<file path="config.mk">
export PLATFORM = sky130hd
export DESIGN_NAME = mantissa_csa_mul
export DESIGN_NICKNAME = d
export VERILOG_FILES = /design/src/rtl/mantissa_csa_pkg.sv /design/src/rtl/mantissa_csa_ctrl.sv /design/src/rtl/mantissa_csa_dp.sv /design/src/rtl/mantissa_csa_mul.sv
export SDC_FILE = /design/constraint.sdc
export NUM_CORES = 2
export LEC_CHECK = 0
export BUFFER_PORTS_ARGS = -buffer_cell sky130_fd_sc_hd__clkbuf_2
export CAP_MARGIN = 5
export CORE_ASPECT_RATIO = 1.75
export CORE_MARGIN = 5
export CORE_UTILIZATION = 53
export DETAILED_ROUTE_END_ITERATION = 7
export PLACE_DENSITY = 0.8
export SLEW_MARGIN = 20
export SYNTH_ARGS = -nofsm -noshare
export SYNTH_HDL_FRONTEND = slang
export SYNTH_SLANG_ARGS = --single-unit
</file>
<file path="constraint.sdc">
create_clock -name clk -period 20.5 [get_ports clk]
set_input_delay 0 -clock clk [delete_from_list [all_inputs] [get_ports clk]]
set_output_delay 0 -clock clk [all_outputs]
set_load 0.005 [all_outputs]
</file>
<file path="src/rtl/mantissa_csa_pkg.sv">
package mantissa_csa_pkg;

  typedef enum logic [1:0] {
    ST_IDLE  = 2'd0,
    ST_RUN   = 2'd1,
    ST_MERGE = 2'd2
  } mulState_t;

  typedef struct packed {
    logic load;   // capture operands, clear accumulator
    logic step;   // fold one digit, shift operands
    logic merge;  // carry-propagate merge and store result
  } mulStrobe_t;

endpackage

</file>
<file path="src/rtl/mantissa_csa_ctrl.sv">
module mantissa_csa_ctrl
  import mantissa_csa_pkg::*;
#(
  parameter int W     = 48,
  parameter int DIGIT = 8
) (
  input  logic       clk,
  input  logic       rstN,
  input  logic       start,
  output mulStrobe_t strb,
  output logic       done
);

  localparam int ITERS = W / DIGIT;
  localparam int CW    = (ITERS > 1) ? $clog2(ITERS) : 1;
  localparam logic [CW-1:0] LAST = CW'(ITERS - 1);

  mulState_t     stateQ, stateD;
  logic [CW-1:0] cntQ;
  logic          doneQ;

  always_comb begin
    stateD     = stateQ;
    strb.load  = 1'b0;
    strb.step  = 1'b0;
    strb.merge = 1'b0;
    unique case (stateQ)
      ST_IDLE: begin
        if (start) begin
          strb.load = 1'b1;
          stateD    = ST_RUN;
        end
      end
      ST_RUN: begin
        strb.step = 1'b1;
        if (cntQ == LAST) stateD = ST_MERGE;
      end
      ST_MERGE: begin
        strb.merge = 1'b1;
        stateD     = ST_IDLE;
      end
      default: stateD = ST_IDLE;
    endcase
  end

  always_ff @(posedge clk or negedge rstN) begin
    if (!rstN) begin
      stateQ <= ST_IDLE;
      cntQ   <= '0;
      doneQ  <= 1'b0;
    end else begin
      stateQ <= stateD;
      doneQ  <= strb.merge;
      if (strb.load)      cntQ <= '0;
      else if (strb.step) cntQ <= cntQ + CW'(1);
    end
  end

  assign done = doneQ;

  // a completion pulse never lasts two cycles
  assert_done_pulse_R3: assert property (@(posedge clk) disable iff (!rstN)
    done |=> !done);

  // completion follows the merge state directly
  assert_done_after_merge_R2: assert property (@(posedge clk) disable iff (!rstN)
    done |-> $past(stateQ) == ST_MERGE);

  // iterations advance one per cycle without a gap
  assert_iter_advance_R2: assert property (@(posedge clk) disable iff (!rstN)
    (stateQ == ST_RUN && cntQ != LAST) |=>
      (stateQ == ST_RUN && cntQ == $past(cntQ) + CW'(1)));

  // at most one strobe at a time, so a busy start cannot reload
  assert_strobe_excl_R7: assert property (@(posedge clk) disable iff (!rstN)
    $onehot0({strb.load, strb.step, strb.merge}));

endmodule

</file>
<file path="src/rtl/mantissa_csa_dp.sv">
module mantissa_csa_dp
  import mantissa_csa_pkg::*;
#(
  parameter int W     = 48,
  parameter int DIGIT = 8
) (
  input  logic         clk,
  input  logic         rstN,
  input  mulStrobe_t   strb,
  input  logic [W-1:0] mcandIn,
  input  logic [W-1:0] mplierIn,
  input  logic         roundIn,
  output logic [W-1:0] prodHi
);

  localparam int PW = 2 * W;

  logic [PW-1:0] mcandQ;
  logic [W-1:0]  mplQ;
  logic [PW-1:0] sumQ, carQ;
  logic          rndQ;
  logic [W-1:0]  prodHiQ;

  logic [DIGIT-1:0] digit;
  logic [PW-1:0]    partial;
  logic [PW-1:0]    sumNext, majBits, carNext;
  logic [PW-1:0]    merged;
  logic [W:0]       rounded;

  // digit selection: sum of shifted multiplicand copies for set digit bits
  function automatic logic [PW-1:0] digitProduct(input logic [PW-1:0] m,
                                                 input logic [DIGIT-1:0] d);
    logic [PW-1:0] acc;
    acc = '0;
    for (int i = 0; i < DIGIT; i++) begin
      if (d[i]) acc = acc + (m << i);
    end
    return acc;
  endfunction

  assign digit   = mplQ[DIGIT-1:0];
  assign partial = digitProduct(mcandQ, digit);

  // one 3:2 compressor per bit of the redundant pair
  for (genvar b = 0; b < PW; b++) begin : g_csa
    assign sumNext[b] = sumQ[b] ^ carQ[b] ^ partial[b];
    assign majBits[b] = (sumQ[b] & carQ[b]) | (sumQ[b] & partial[b]) |
                        (carQ[b] & partial[b]);
  end
  assign carNext = {majBits[PW-2:0], 1'b0};

  // final carry-propagate merge and optional rounding of the upper half
  assign merged  = sumQ + carQ;
  assign rounded = {1'b0, merged[PW-1:W]} + {{W{1'b0}}, rndQ & merged[W-1]};

  always_ff @(posedge clk or negedge rstN) begin
    if (!rstN) begin
      mcandQ  <= '0;
      mplQ    <= '0;
      sumQ    <= '0;
      carQ    <= '0;
      rndQ    <= 1'b0;
      prodHiQ <= '0;
    end else begin
      if (strb.load) begin
        mcandQ <= PW'(mcandIn);
        mplQ   <= mplierIn;
        sumQ   <= '0;
        carQ   <= '0;
        rndQ   <= roundIn;
      end else if (strb.step) begin
        mcandQ <= mcandQ << DIGIT;
        mplQ   <= mplQ >> DIGIT;
        sumQ   <= sumNext;
        carQ   <= carNext;
      end
      if (strb.merge) prodHiQ <= rounded[W-1:0];
    end
  end

  assign prodHi = prodHiQ;

  // every compression step preserves the value of the pair plus the digit product
  assert_csa_conserve_R4: assert property (@(posedge clk) disable iff (!rstN)
    strb.step |=> (sumQ + carQ) == ($past(sumQ) + $past(carQ) + $past(partial)));

  // multiplier fully shifted out by the time of the merge
  assert_mplier_consumed_R10: assert property (@(posedge clk) disable iff (!rstN)
    strb.merge |-> mplQ == '0);

  // rounding never carries out of the upper half
  assert_no_overflow_R5: assert property (@(posedge clk) disable iff (!rstN)
    strb.merge |-> !rounded[W]);

  // the result register changes only on a merge
  assert_result_hold_R8: assert property (@(posedge clk) disable iff (!rstN)
    !strb.merge |=> $stable(prodHiQ));

endmodule

</file>
<file path="src/rtl/mantissa_csa_mul.sv">
module mantissa_csa_mul
  import mantissa_csa_pkg::*;
#(
  parameter int W     = 48,
  parameter int DIGIT = 8
) (
  input  logic         clk,
  input  logic         rstN,
  input  logic         start,
  input  logic [W-1:0] mcand,
  input  logic [W-1:0] mplier,
  input  logic         roundEn,
  output logic [W-1:0] prodHi,
  output logic         done
);

  mulStrobe_t strb;

  mantissa_csa_ctrl #(.W(W), .DIGIT(DIGIT)) u_ctrl (
    .clk   (clk),
    .rstN  (rstN),
    .start (start),
    .strb  (strb),
    .done  (done)
  );

  mantissa_csa_dp #(.W(W), .DIGIT(DIGIT)) u_dp (
    .clk      (clk),
    .rstN     (rstN),
    .strb     (strb),
    .mcandIn  (mcand),
    .mplierIn (mplier),
    .roundIn  (roundEn),
    .prodHi   (prodHi)
  );

endmodule

</file>
==> run metrics <==
Die Wd=290 um; RSZ-0062 raised after global routing=no; mux contribution to synthesized area=4.12%; clk root buf=clkbuf_16; input/output buffers=148; num rows=179; routability-driven placement congestion ratio=between 1 and 1.5; cell mode on critical path=o21ai_0; postcts setup bufs=0; status=finished clean; Die H=around 500 um; largest net degree at the start of global routing=230; worst endpoint required time=21.04 ns; vias in the first global route=78100; Yosys top cell area share=a little over an eighth; period utilisation layout=between 90% and 100%; largest family of logic cells by synthesized area=compound AO/OA/AOI/OAI gates; largest fanout on the critical path=10; final setup fails=0; Rel. slew slack=22.3%; routed wire length=283000 um; CP max-delay cell=dfrtp_2; post-synthesis sequential area ratio=a little over an eighth; first-pass GRT wire length=432000 um; CTS Sinks=390; core area=0.136 mm2; simple-gate share of the synthesized area=about a fifth; Post-synth EDFFs=0; Ys Warns=0; All-Layer GR Usage=36.7%; leading area contributor after synthesis=dfrtp_1; routed length per instance=23.7 um; crit path time final=19.74 ns; DP HPWL=around 220000 um; max cap viols=0; initial antenna violation count=3; top_reg_cell synth=dfrtp_1; fmax=50.7 MHz; grt ovf=0; syn_area_per_cell=between 7 and 8 um2; Final Hold Fails=0; clock buffer depth=3; H-tree depth=2; Num CTS Buffers=43; ranking of synthesized cells by area=dfrtp_1 13%, ha_1 13%, a21oi_1 7.0%; Final Max Tran Viols=0; synth-to-layout area growth=6.99%; Initial Utilization=53.4%; unique cell type count in the Yosys netlist=114; share of layout cells above drive strength 1=7.53%; Hold WC Path Type=input port to register; ys async rst share=between 90% and 100%; vias after detailed routing=78900; num ports=149; final setup TNS=0 ns; worst skew pair latency=0.66 ns; Worst Skew=roughly 0.036 ns; nets=11000; drt drc=0; post-synthesis cell area=0.0727 mm2; vias per inst=about 6.6; fill count=13100; CP Class=register to register; adder-cell area share of the yosys netlist=15.6%; Yosys reg bits=390; Slew @ Worst Pin=about 1.2 ns; Synth Net Count=11100; ANT nets after route=0; DRT Pass-1 Iters=7; Largest stage delay, worst path=0.54 ns; die area=0.145 mm2; DR iter-0 viols=7183; clk slew on worst S/H paths=0.06 ns; critical path startpoint category=register; CTS tree=yes; Synth Area in Compound Gates=31.9%; synthesized instance count=10200; Worst setup EP type=register; CP arrival=20.29 ns; XOR/XNOR share of the synthesized area=8.33%
[worst paths after layout]
kind                       depth (start not counted)         endpoint            start  slack, ns
hold / removal                                     4     u_dp.mplQ[7]            start       0.05
setup reg to reg                                  81    u_dp.sumQ[93]   u_dp.mcandQ[1]       0.76
min in group asynchronous                          3     u_dp.sumQ[6]             rstN       0.40
max in group asynchronous                          5   u_dp.prodHi[0]             rstN      18.17
setup / recovery                                  81    u_dp.sumQ[93]   u_dp.mcandQ[1]       0.76
hold reg to reg                                    2  u_dp.prodHi[30]  u_dp.prodHi[30]       0.47
[registers in the layout, summed over array words and instances, names as in the netlist]
name	flops
u_dp.mplQ	48
u_dp.prodHi	48
u_dp.rndQ	1
u_ctrl.cntQ	3
u_dp.mcandQ	96
u_dp.carQ	95
u_ctrl.stateQ	2
u_ctrl.done	1
u_dp.sumQ	96
[synthesized netlist by cell type (93+ instances only)]
master    count
a21o_1      446
nor3_1      136
o21a_1      109
dfrtp_1     390
mux2_2      194
ha_1        742
and2_1      134
inv_1       517
nand4_1     254
xnor2_1     429
a31oi_1      95
xor2_1      257
o21ai_0     998
fa_1        101
nand3_1     365
clkbuf_1    554
nor2_1      614
nand2_1    1142
a21oi_1    1021
a22oi_1     104
nand2b_1     93
nor2b_1      96
o21bai_1    184
[per-layer routing]
layer	share of wire (%)	GRT usage (%)	vias up
li1	-	-	36900
met1	37	41.8	37300
met2	47	64.1	3567
met3	6.6	3.66	1119
met4	9.1	26.8	0
met5	0	0	-
[worst max-delay path, delay by kind of cell, from the launching register on]
family          cells  cell delay, ns
compound gates     45           10.30
fa+ha+maj           9            3.37
simple gates       14            3.26
xor+xnor            6            0.87
buf+inv             5            0.61
mux                 2            0.61
flops               1            0.54
[stage by stage]
| step | worst slack, ns | utilization [%] | hold WS [ns] | cell area [um2] | instances |
|---|---|---|---|---|---|
| 2_1_floorplan | 2.42 | - | -0.296 | 72700 | 10200 |
| 3_3_place_gp | 0.272 | 55.1 | 0.0572 | 75000 | 11700 |
| 3_5_place_dp | 0.329 | 55.1 | 0.0693 | 75000 | 11700 |
| 4_1_cts | 0.166 | 57.0 | 0.00156 | 77700 | 11900 |
| 5_1_grt | 0.000451 | 57.1 | 0.0857 | 77800 | 11900 |
| 6_report | 0.758 | 57.1 | 0.0460 | 77800 | 11900 |
[cell usage in the layout (no fill, tap or decap), drive strengths merged, types with 72 or more instances in the layout]
| cell | count |
|---|---|
| nand2 | 1142 |
| o21ai | 1033 |
| a21oi | 1022 |
| ha | 742 |
| nor2 | 615 |
| inv | 525 |
| a21o | 446 |
| xnor2 | 429 |
| dfrtp | 390 |
| nand3 | 365 |
| xor2 | 257 |
| nand4 | 254 |
| clkbuf | 205 |
| buf | 203 |
| mux2 | 196 |
| o21bai | 185 |
| nor3 | 138 |
| and2 | 136 |
| dlygate4sd3 | 114 |
| o21a | 109 |
| a22oi | 104 |
| fa | 101 |
| a31oi | 97 |
| nor2b | 96 |
| nand2b | 93 |
| and3 | 89 |
| mux2i | 78 |
| a211oi | 72 |
[cell type report]
| class | instances | area [um2] | share of cell area (%) |
|---|---|---|---|
| multi-input cells | 8640 | 58800 | 75.6 |
| flip-flops and latches | 390 | 9800 | 12.6 |
| repair buffers | 464 | 3470 | 4.46 |
| well taps | 1810 | 2260 | 2.91 |
| inverters | 522 | 1960 | 2.52 |
| clock buffers | 58 | 1180 | 1.52 |
| clock inverters | 20 | 298 | 0.383 |
| diodes | 4 | 10.0 | 0.0129 |
[kinds of logic after synthesis]
group,count (synthesis)
AOI/OAI and AO/OA,3673
and+or+nand+nor,3159
buffers and inverters,1138
adders and majority gates,846
xor gates and xnor gates,688
DFF,390
muxes,274
[timing repair]
item	4_1_cts	5_1_grt
setup endpoints to repair	0	53
hold endpoints to repair	181	0
gates resized for setup	0	22
hold buffers	115	0
Power is not shown: default switching activity piles up to over one toggle a cycle in this logic, so the estimate is an artifact.
